**src/rtl/seg_deint_pkg.sv**
```systemverilog
package seg_deint_pkg;

   // Width and size code encodings shared by the block's sub-units
   typedef enum logic [1:0] {
      EW_B8  = 2'd0,
      EW_B16 = 2'd1,
      EW_B32 = 2'd2,
      EW_B64 = 2'd3
   } ew_code_e;

   // Number of registers covered by all fields of a segment layout
   function automatic int layout_span(input int fields_m1, input int grp_code);
      return (fields_m1 + 1) << grp_code;
   endfunction

   // First register of the group for a given field
   function automatic int field_group_base(input int base, input int fld, input int grp_code);
      return base + (fld << grp_code);
   endfunction

endpackage

```
**src/rtl/seg_deint_geom.sv**
```systemverilog
module seg_deint_geom
   import seg_deint_pkg::*;
#(
   parameter int NREG   = 32,
   parameter int MAX_NF = 8,
   localparam int RW    = $clog2(NREG),
   localparam int NFW   = $clog2(MAX_NF)
) (
   input  logic [RW-1:0]  vd,
   input  logic [NFW-1:0] nf_m1,
   input  logic [1:0]     emul_code,
   input  logic [NFW-1:0] field,
   output logic           illegal,
   output logic           field_ok,
   output logic [RW-1:0]  grp_base
);

   logic [RW-1:0] base_c [MAX_NF];

   // One candidate group base per possible field number
   for (genvar f = 0; f < MAX_NF; f++) begin : g_field
      assign base_c[f] = RW'(field_group_base(int'(vd), f, int'(emul_code)));
   end

   assign grp_base = base_c[field];
   assign field_ok = (field <= nf_m1);
   assign illegal  = (int'(vd) + layout_span(int'(nf_m1), int'(emul_code))) > NREG;

endmodule

```
**src/rtl/seg_deint_lane.sv**
```systemverilog
module seg_deint_lane
   import seg_deint_pkg::*;
#(
   parameter int VLEN     = 128,
   parameter int ELEN     = 64,
   parameter int MAX_EMUL = 8,
   localparam int VLENB   = VLEN / 8,
   localparam int ELENB   = ELEN / 8,
   localparam int N_EW    = $clog2(ELENB) + 1,
   localparam int IDXW    = $clog2(VLENB * MAX_EMUL),
   localparam int EMW     = $clog2(MAX_EMUL)
) (
   input  logic [IDXW-1:0]  elem,
   input  logic [1:0]       ew_code,
   input  logic [1:0]       emul_code,
   input  logic [ELEN-1:0]  data,
   output logic             in_group,
   output logic [EMW-1:0]   reg_off,
   output logic [VLENB-1:0] lane_be,
   output logic [VLEN-1:0]  lane_data
);

   logic [IDXW-1:0]  roff_c [N_EW];
   logic [VLENB-1:0] be_c   [N_EW];
   logic [VLEN-1:0]  dat_c  [N_EW];
   logic [IDXW-1:0]  roff;

   // One placement variant per supported element width
   for (genvar w = 0; w < N_EW; w++) begin : g_width
      localparam int EB = 1 << w;
      localparam int SH = $clog2(VLENB / EB);
      logic [SH-1:0] slot;
      assign slot      = elem[SH-1:0];
      assign roff_c[w] = elem >> SH;
      assign be_c[w]   = VLENB'({EB{1'b1}}) << (EB * int'(slot));
      assign dat_c[w]  = VLEN'(data[EB*8-1:0]) << (8 * EB * int'(slot));
   end

   always_comb begin
      roff      = '1;
      lane_be   = '0;
      lane_data = '0;
      if (int'(ew_code) < N_EW) begin
         roff      = roff_c[ew_code];
         lane_be   = be_c[ew_code];
         lane_data = dat_c[ew_code];
      end
   end

   assign in_group = roff < (IDXW'(1) << emul_code);
   assign reg_off  = roff[EMW-1:0];

endmodule

```
**src/rtl/seg_deint_policy.sv**
```systemverilog
module seg_deint_policy #(
   parameter int IDXW = 7,
   localparam int VLW = IDXW + 1
) (
   input  logic [IDXW-1:0] elem,
   input  logic [VLW-1:0]  vl,
   input  logic            mask_bit,
   input  logic            mask_en,
   input  logic            tail_agn,
   input  logic            mask_agn,
   output logic            write_en,
   output logic            fill_ones
);

   logic is_tail;
   logic is_off;

   assign is_tail = {1'b0, elem} >= vl;
   assign is_off  = mask_en && !mask_bit;

   // Tail decision first, then mask, then an ordinary active element
   always_comb begin
      if (is_tail) begin
         write_en  = tail_agn;
         fill_ones = 1'b1;
      end else if (is_off) begin
         write_en  = mask_agn;
         fill_ones = 1'b1;
      end else begin
         write_en  = 1'b1;
         fill_ones = 1'b0;
      end
   end

endmodule

```
**src/rtl/seg_deint.sv**
```systemverilog
module seg_deint #(
   parameter int VLEN     = 128,
   parameter int ELEN     = 64,
   parameter int NREG     = 32,
   parameter int MAX_NF   = 8,
   parameter int MAX_EMUL = 8,
   localparam int VLENB   = VLEN / 8,
   localparam int MAXVL   = VLENB * MAX_EMUL,
   localparam int IDXW    = $clog2(MAXVL),
   localparam int VLW     = IDXW + 1,
   localparam int RW      = $clog2(NREG),
   localparam int NFW     = $clog2(MAX_NF),
   localparam int EMW     = $clog2(MAX_EMUL)
) (
   input  logic             clk,
   input  logic             rst_n,
   input  logic [RW-1:0]    vd,
   input  logic [NFW-1:0]   nf_m1,
   input  logic [1:0]       eew_code,
   input  logic [1:0]       emul_code,
   input  logic [VLW-1:0]   vl,
   input  logic [MAXVL-1:0] mask,
   input  logic             mask_en,
   input  logic             tail_agn,
   input  logic             mask_agn,
   input  logic             in_valid,
   input  logic [IDXW-1:0]  in_elem,
   input  logic [NFW-1:0]   in_field,
   input  logic [ELEN-1:0]  in_data,
   output logic             wr_valid,
   output logic [RW-1:0]    wr_reg,
   output logic [VLENB-1:0] wr_be,
   output logic [VLEN-1:0]  wr_data,
   output logic             cfg_illegal
);

   // Elaboration-time parameter checks
   if (VLEN < 2 * ELEN || (VLEN & (VLEN - 1)) != 0) begin : g_chk_vlen
      $error("seg_deint: VLEN must be a power of two and at least twice ELEN");
   end
   if (ELEN < 8 || ELEN > 64 || (ELEN & (ELEN - 1)) != 0) begin : g_chk_elen
      $error("seg_deint: ELEN must be a power of two between 8 and 64");
   end
   if ((NREG & (NREG - 1)) != 0 || NREG < MAX_EMUL) begin : g_chk_nreg
      $error("seg_deint: NREG must be a power of two no smaller than MAX_EMUL");
   end
   if (MAX_EMUL != 8 || (MAX_NF & (MAX_NF - 1)) != 0 || MAX_NF < 2) begin : g_chk_grp
      $error("seg_deint: group size code is two bits; MAX_NF must be a power of two");
   end

   logic             illegal;
   logic             field_ok;
   logic [RW-1:0]    grp_base;
   logic             in_group;
   logic [EMW-1:0]   reg_off;
   logic [VLENB-1:0] lane_be;
   logic [VLEN-1:0]  lane_data;
   logic [VLEN-1:0]  ones_data;
   logic             pol_write;
   logic             pol_ones;
   logic             do_write;

   seg_deint_geom #(
      .NREG   (NREG),
      .MAX_NF (MAX_NF)
   ) geom_i (
      .vd        (vd),
      .nf_m1     (nf_m1),
      .emul_code (emul_code),
      .field     (in_field),
      .illegal   (illegal),
      .field_ok  (field_ok),
      .grp_base  (grp_base)
   );

   seg_deint_lane #(
      .VLEN     (VLEN),
      .ELEN     (ELEN),
      .MAX_EMUL (MAX_EMUL)
   ) lane_i (
      .elem      (in_elem),
      .ew_code   (eew_code),
      .emul_code (emul_code),
      .data      (in_data),
      .in_group  (in_group),
      .reg_off   (reg_off),
      .lane_be   (lane_be),
      .lane_data (lane_data)
   );

   seg_deint_policy #(
      .IDXW (IDXW)
   ) policy_i (
      .elem      (in_elem),
      .vl        (vl),
      .mask_bit  (mask[in_elem]),
      .mask_en   (mask_en),
      .tail_agn  (tail_agn),
      .mask_agn  (mask_agn),
      .write_en  (pol_write),
      .fill_ones (pol_ones)
   );

   // Byte-wise all-ones pattern over the enabled lanes
   for (genvar b = 0; b < VLENB; b++) begin : g_fill
      assign ones_data[b*8 +: 8] = {8{lane_be[b]}};
   end

   assign cfg_illegal = illegal;
   assign do_write    = in_valid && !illegal && field_ok && in_group && pol_write;

   always_ff @(posedge clk or negedge rst_n) begin
      if (!rst_n) begin
         wr_valid <= 1'b0;
         wr_reg   <= '0;
         wr_be    <= '0;
         wr_data  <= '0;
      end else begin
         wr_valid <= do_write;
         wr_be    <= do_write ? lane_be : '0;
         if (do_write) begin
            wr_reg  <= grp_base + RW'(reg_off);
            wr_data <= pol_ones ? ones_data : lane_data;
         end
      end
   end

   // Assertions
   a_r2_idle_no_write: assert property (@(posedge clk) disable iff (!rst_n)
      !in_valid |=> !wr_valid);

   a_r8_illegal_blocks: assert property (@(posedge clk) disable iff (!rst_n)
      in_valid && cfg_illegal |=> !wr_valid);

   a_r6_tail_undisturbed: assert property (@(posedge clk) disable iff (!rst_n)
      in_valid && ({1'b0, in_elem} >= vl) && !tail_agn |=> !wr_valid);

   a_r7_mask_undisturbed: assert property (@(posedge clk) disable iff (!rst_n)
      in_valid && mask_en && !mask[in_elem] && ({1'b0, in_elem} < vl) && !mask_agn
      |=> !wr_valid);

   a_r4_be_width: assert property (@(posedge clk) disable iff (!rst_n)
      wr_valid |-> $countones(wr_be) == (1 << $past(eew_code)));

   a_r3_reg_not_below_base: assert property (@(posedge clk) disable iff (!rst_n)
      wr_valid |-> wr_reg >= $past(vd));

endmodule

```
**config.mk**
```make
export PLATFORM = sky130hd
export DESIGN_NAME = seg_deint
export DESIGN_NICKNAME = d
export VERILOG_FILES = /design/src/rtl/seg_deint_pkg.sv /design/src/rtl/seg_deint_geom.sv /design/src/rtl/seg_deint_lane.sv /design/src/rtl/seg_deint_policy.sv /design/src/rtl/seg_deint.sv
export SDC_FILE = /design/constraint.sdc
export NUM_CORES = 1
export LEC_CHECK = 0
export BUFFER_PORTS_ARGS = -buffer_cell sky130_fd_sc_hd__buf_4
export CELL_PAD_IN_SITES_DETAIL_PLACEMENT = 0
export CELL_PAD_IN_SITES_GLOBAL_PLACEMENT = 2
export CORE_ASPECT_RATIO = 0.7
export CORE_UTILIZATION = 35
export CTS_CLUSTER_SIZE = 30
export DETAILED_ROUTE_END_ITERATION = 7
export PLACE_DENSITY_LB_ADDON = 0.1
export SKIP_CTS_REPAIR_TIMING = 1
export SLEW_MARGIN = 20
export SYNTH_ARGS = -nofsm -noshare
export SYNTH_HDL_FRONTEND = slang
export SYNTH_SLANG_ARGS = --single-unit
```
**constraint.sdc**
```tcl
create_clock -name clk -period 7.5 [get_ports clk]
set_clock_uncertainty 0.1 [all_clocks]
set_input_delay 0.75 -clock clk [delete_from_list [all_inputs] [get_ports clk]]
set_output_delay 0.75 -clock clk [all_outputs]
set_load 0.01 [all_outputs]
```
==> impl_metrics.env, run 1 <==
export IMPL_status="finished clean"
export IMPL_die_y_um=163
export IMPL_postPlaceCellArea_mm2=0.0158
export IMPL_p_clk_share_pct=23.5
export IMPL_maxSlewViolCount=0
export IMPL_hold_path_class="in -> async"
export IMPL_routed_via_density=5.77
export IMPL_start_util_pct=35.8
export IMPL_yosysSeqAreaShare_pct=29.0
export IMPL_wl_per_cell_um=25.4
export IMPL_grt_usage_pct=27.4
export IMPL_h_tree_depth=4
export IMPL_cp_slowest_cell="inv_6"
export IMPL_p_comb_share_pct=43.5
export IMPL_cpMostUsedCell="buf_4"
export IMPL_final_layout_size_suffix_gt1_share_pct=38.1
export IMPL_path_max_fanout=83
export IMPL_fin_crit_sh_pct=67.5
export IMPL_gp_congestion=0.867
export IMPL_grt_use_met3_pct=5.18
export IMPL_power_mw=3.96
export IMPL_syn_nets=1549
export IMPL_final_setup_tns_ns=0
export IMPL_powerDensity_mw_per_mm2=241
export IMPL_area_growth_synth_to_final_pct=26.8
export IMPL_ys_async_sr_fraction_pct=100
export IMPL_rrSetupSlack_ns=6.56
export IMPL_drtIter0Drc=1320
export IMPL_portBuffers=378
export IMPL_cp_end_kind="flop"
export IMPL_tritoncts="yes"
export IMPL_layout_commonest_cell="buf_4"
export IMPL_slew_headroom_pct=24.5
export IMPL_ys_flop_type="dfrtp_1"
export IMPL_grt_max_degree=95
export IMPL_rsz0062_at_grt="false"
export IMPL_max_freq_ghz=0.198
export IMPL_crit_path_cell_trace="buf_4 > inv_1 > ha_1 > nand2b_1 > a21o_1 > a21o_1 > a31oi_1 > buf_4 > nor2_1 > nor3_1 > nand3b_4 > inv_6 > buf_4 > mux2_4"
export IMPL_overflow=0
export IMPL_pwr_share_seq_pct=33.0
export IMPL_finalHoldViolations=0
export IMPL_syn_avg_cell_area_um2=10.2
export IMPL_detail_route_antenna_nets=0
export IMPL_critPathMaxStageDelay_ns=0.86
export IMPL_grt_pass1_wl_mm=76.8
export IMPL_antenna_found_initial=1
export IMPL_ctsRootBufferMaster="clkbuf_16"
export IMPL_synth_edf_count=0
export IMPL_io_pin_count=379
export IMPL_critPathKind="in -> reg"
export IMPL_arrival_ns=5.29
export IMPL_power_leakage_nw=7.68
export IMPL_tightest_slew_ns=1.13
export IMPL_wl_mm=52.5
export IMPL_dieArea_mm2=0.0378
export IMPL_clock_latency_ns=0.44
export IMPL_postLayoutCoreUtil_pct=45.4
export IMPL_num_vias=11922
export IMPL_min_period_ns=5.06
export IMPL_syn_inst=1270
export IMPL_grt_busiest_layer="met1"
export IMPL_ys_ff_latch=150
export IMPL_crit_buf_inv=5
export IMPL_maxCapViolations=0
export IMPL_drc=0
export IMPL_clkTransAtPathRegs_ns=0.07
export IMPL_nets=1852
export IMPL_netlist_cell_type_count=73
export IMPL_cts_num_sinks=150
export IMPL_num_rows=58
export IMPL_cts_made_buffers=17
export IMPL_p_int_mw=2.59
export IMPL_timing_final_setup_violations=0
export IMPL_grt_pass1_vias=11494
export IMPL_grt_use_met2_pct=39.3
export IMPL_firstDrtPassIters=8
export IMPL_hpwlAfterDp_mm=38.8
export IMPL_layout_common_cells="buf_4, dfrtp_1, o21ai_0"
export IMPL_clock_path_buffers=2
export IMPL_dieWidth_um=232
export IMPL_worst_hold_slack_ns=0.261
export IMPL_ys_warnings_count=0
export IMPL_swShare_pct=34.5
export IMPL_core_area_mm2=0.0362
export IMPL_final_area_mm2=0.0164
export IMPL_power_switching_mw=1.37
export IMPL_cp_top_family="buffers and inverters"
export IMPL_worstPathRequired_ns=7.73
export IMPL_grt_util_met1_pct=41.9
export IMPL_ir_drop_mv=0.154
export IMPL_largest_reg_flops=128
export IMPL_startpoint_type="primary input"
export IMPL_synth_area_mm2=0.0130
==> synthesized netlist by cell type (8+ instances only) <==
cell type | count | area, µm²
nand2b_1 | 12 | 75.1
o21ai_0 | 119 | 596
o31ai_1 | 40 | 300
a222oi_1 | 8 | 80.1
clkbuf_1 | 58 | 218
mux2_4 | 113 | 1700
nand2_1 | 99 | 372
nor3_1 | 19 | 95.1
mux2i_1 | 75 | 751
a221oi_1 | 28 | 245
a211oi_1 | 8 | 60.1
mux2_1 | 25 | 282
mux2_2 | 11 | 124
nor2_1 | 57 | 214
a31o_2 | 9 | 78.8
nand3_1 | 8 | 40.0
buf_6 | 16 | 180
buf_1 | 10 | 37.5
nand4b_1 | 11 | 96.3
a22oi_1 | 78 | 586
a21o_1 | 22 | 165
dfrtp_1 | 150 | 3750
a21oi_1 | 28 | 140
xnor2_1 | 14 | 123
buf_12 | 11 | 220
buf_2 | 9 | 45.0
inv_1 | 59 | 221
ha_1 | 44 | 551
mux4_2 | 30 | 676
==> power by group through the flow <==
stage	Sequential, mW	Combinational [mW]	Clock (mW)
after floorplan	1.39	0.819	0
after global placement	1.32	1.69	0
after CTS	1.31	1.72	0.945
after global routing	1.34	1.84	0.984
after detailed placement	1.32	1.71	0
final	1.31	1.72	0.930
==> layer usage <==
layer / vias up / routed length, µm / part of all wire (%)
li1: 5362 / - / -
met1: 5926 / 25400 / 48
met2: 575 / 22000 / 42
met3: 59 / 4280 / 8.2
met4: 0 / 898 / 1.7
met5: - / 0 / 0
==> cell families after synthesis <==
group / Yosys count / share of synthesized area [%]
AO/OA/AOI/OAI: 377 / 19.8
multiplexers: 254 / 27.2
AND/OR/NAND/NOR: 248 / 9.56
buffers and inverters: 170 / 7.75
flip-flops: 150 / 29.0
adder cells (fa/ha/maj): 51 / 5.33
XOR/XNOR: 20 / 1.35
==> stage by stage <==
step	setup slack (ns)	instances
2_1_floorplan	3.39	1270
3_3_place_gp	2.00	2033
3_5_place_dp	1.97	2033
4_1_cts	2.43	2065
5_1_grt	2.10	2067
6_report	2.44	2067
==> path summary, 6_finish.rpt <==
check	from	end	cells past startpoint
max	in_elem[0]	wr_data[74]$_DFFE_PN0P_	14
min	rst_n	wr_data[60]$_DFFE_PN0P_	1
max reg2reg	wr_data[48]$_DFFE_PN0P_	wr_data[48]$_DFFE_PN0P_	1
min reg2reg	wr_data[55]$_DFFE_PN0P_	wr_data[55]$_DFFE_PN0P_	1
max in group asynchronous	rst_n	wr_data[104]$_DFFE_PN0P_	2
min in group clk	wr_data[55]$_DFFE_PN0P_	wr_data[55]$_DFFE_PN0P_	1
==> cell type report <==
type | count | area, µm²
tap | 480 | 601
sequential | 150 | 3750
antenna | 1 | 2.50
timing repair buffer | 394 | 2990
multi-input combinational | 950 | 8230
fill | 3485 | 19800
clock buffer | 22 | 484
clock inverter | 10 | 141
inverter | 60 | 230
No activity file was read; power rests on OpenSTA's default activity.
==> run 2, diff against run 1 <==
--- a/config.mk
+++ b/config.mk
@@ -9,7 +9,7 @@
 export CELL_PAD_IN_SITES_DETAIL_PLACEMENT = 0
 export CELL_PAD_IN_SITES_GLOBAL_PLACEMENT = 2
 export CORE_ASPECT_RATIO = 0.7
-export CORE_UTILIZATION = 35
+export CORE_UTILIZATION = 33
 export CTS_CLUSTER_SIZE = 30
 export DETAILED_ROUTE_END_ITERATION = 7
 export PLACE_DENSITY_LB_ADDON = 0.1
==> constraint.sdc (replaced) <==
create_clock -name clk -period 5 [get_ports clk]
set_clock_uncertainty 0.1 [all_clocks]
set_input_delay 0.5 -clock clk [delete_from_list [all_inputs] [get_ports clk]]
set_output_delay 0.5 -clock clk [all_outputs]
set_load 0.01 [all_outputs]
==> impl_metrics.env, run 2 (synthesis gave the netlist of run 1 again) <==
export IMPL_grt_pass1_vias=11499
export IMPL_cp_slowest_cell="mux2_2"
export IMPL_p_int_mw=3.91
export IMPL_critPathMaxStageDelay_ns=0.38
export IMPL_power_mw=5.99
export IMPL_core_area_mm2=0.0386
export IMPL_wl_mm=53.4
export IMPL_largest_reg_flops=128
export IMPL_cp_top_family="simple AND/OR/NAND/NOR gates"
export IMPL_p_clk_share_pct=23.8
export IMPL_drtIter0Drc=1247
export IMPL_io_pin_count=379
export IMPL_timing_final_setup_violations=0
export IMPL_num_rows=60
export IMPL_postPlaceCellArea_mm2=0.0160
export IMPL_cts_num_sinks=150
export IMPL_dieArea_mm2=0.0401
export IMPL_maxCapViolations=0
export IMPL_crit_buf_inv=3
export IMPL_clock_path_buffers=2
export IMPL_crit_path_cell_trace="buf_4 > ha_1 > xnor2_1 > nor2_1 > a21oi_1 > o21ai_0 > ha_1 > and3_1 > nor3_1 > o221ai_1 > nor3_1 > a31o_2 > a22oi_1 > nand3b_4 > inv_6 > buf_4 > mux2_2"
export IMPL_tightest_slew_ns=1.11
export IMPL_grt_usage_pct=26.3
export IMPL_detail_route_antenna_nets=0
export IMPL_grt_pass1_wl_mm=78.1
export IMPL_min_period_ns=4.01
export IMPL_slew_headroom_pct=25.8
export IMPL_hpwlAfterDp_mm=40.2
export IMPL_drc=0
export IMPL_grt_max_degree=79
export IMPL_nets=1868
export IMPL_arrival_ns=4.24
export IMPL_stdcell_count=2130
export IMPL_regArea_mm2=0.00375
export IMPL_ctsRootBufferMaster="clkbuf_16"
export IMPL_dieWidth_um=239
export IMPL_portBuffers=378
export IMPL_path_max_fanout=21
export IMPL_status="finished clean"
export IMPL_dpl_cell_count=2096
export IMPL_tritoncts="yes"
export IMPL_ir_drop_mv=0.231
export IMPL_layout_commonest_cell="buf_4"
export IMPL_num_vias=11806
export IMPL_routed_via_density=5.54
export IMPL_maxSlewViolCount=0
export IMPL_power_switching_mw=2.08
export IMPL_area_growth_synth_to_final_pct=28.2
export IMPL_fillCellCount=3846
export IMPL_critPathKind="in -> reg"
export IMPL_multi_input_area_mm2=0.00821
export IMPL_firstDrtPassIters=7
export IMPL_layout_common_cells="buf_4, dfrtp_1, o21ai_0"
export IMPL_pwr_share_seq_pct=32.8
export IMPL_power_leakage_nw=7.76
export IMPL_final_setup_tns_ns=0
export IMPL_worstPathRequired_ns=5.23
export IMPL_overflow=0
export IMPL_die_y_um=168
export IMPL_rsz0062_at_grt="false"
export IMPL_cts_made_buffers=17
export IMPL_startpoint_type="primary input"
export IMPL_cp_end_kind="flop"
export IMPL_h_tree_depth=4
export IMPL_final_layout_size_suffix_gt1_share_pct=38.7
export IMPL_hold_path_class="in -> reg"
export IMPL_p_comb_share_pct=43.4
export IMPL_clkTransAtPathRegs_ns=0.07
export IMPL_wl_per_cell_um=25.1
export IMPL_max_freq_ghz=0.250
export IMPL_fin_crit_sh_pct=80.1
export IMPL_final_area_mm2=0.0166
export IMPL_antenna_found_initial=1
export IMPL_clock_latency_ns=0.44
export IMPL_swShare_pct=34.7
export IMPL_gp_congestion=0.910
export IMPL_start_util_pct=33.6
export IMPL_powerDensity_mw_per_mm2=360
export IMPL_finalHoldViolations=0
==> run 2: area by class of cell <==
| type | instances | share of cell area (%) |
|---|---|---|
| Inverter | 60 | 1.39 |
| Clock buffer | 18 | 2.64 |
| Antenna cell | 1 | 0.0151 |
| Timing Repair Buffer | 410 | 18.8 |
| Multi-Input combinational cell | 950 | 49.4 |
| Clock inverter | 14 | 1.19 |
| Sequential cell | 150 | 22.6 |
| Tap cell | 527 | 3.97 |
==> run 2: path summary, 6_finish.rpt <==
check	startpoint	end	slack [ns]	depth (start not counted)
max in group asynchronous	rst_n	wr_be[5]$_DFF_PN0_	3.13	3
min in group asynchronous	rst_n	wr_be[12]$_DFF_PN0_	0.48	2
hold reg to reg	wr_data[53]$_DFFE_PN0P_	wr_data[53]$_DFFE_PN0P_	0.41	1
hold / removal	eew_code[1]	wr_be[4]$_DFF_PN0_	0.35	3
setup / recovery	nf_m1[0]	wr_data[52]$_DFFE_PN0P_	0.99	17
setup reg to reg	wr_data[42]$_DFFE_PN0P_	wr_data[42]$_DFFE_PN0P_	4.07	1
==> run 2: layer usage <==
metal  up-vias  part of all wire (%)  global-route usage [%]
li1       5398                     -                       -
met1      5880                    49                    40.2
met2       486                    42                    37.0
met3        42                   7.7                    6.12
met4         0                   1.3                    5.24
met5         -                     0                       0
==> run 2: power groups by stage <==
stage                     sequential, mW  combinational (mW)  clock [mW]
after floorplan                     2.09                1.23           0
after global placement              1.99                2.57           0
after detailed placement            1.98                2.59           0
after CTS                           1.97                2.61        1.46
after global routing                2.02                2.77        1.51
final                               1.97                2.60        1.42
==> run 2: metrics by stage <==
stage	hold WS, ns	utilization [%]	setup slack, ns
finish	0.355	43.1	0.994
global route	0.363	43.1	0.601
CTS	-0.0880	43.0	1.02
detailed placement	0.395	41.4	0.554
global placement	0.398	41.4	0.612
floorplan	0.104	-	1.14
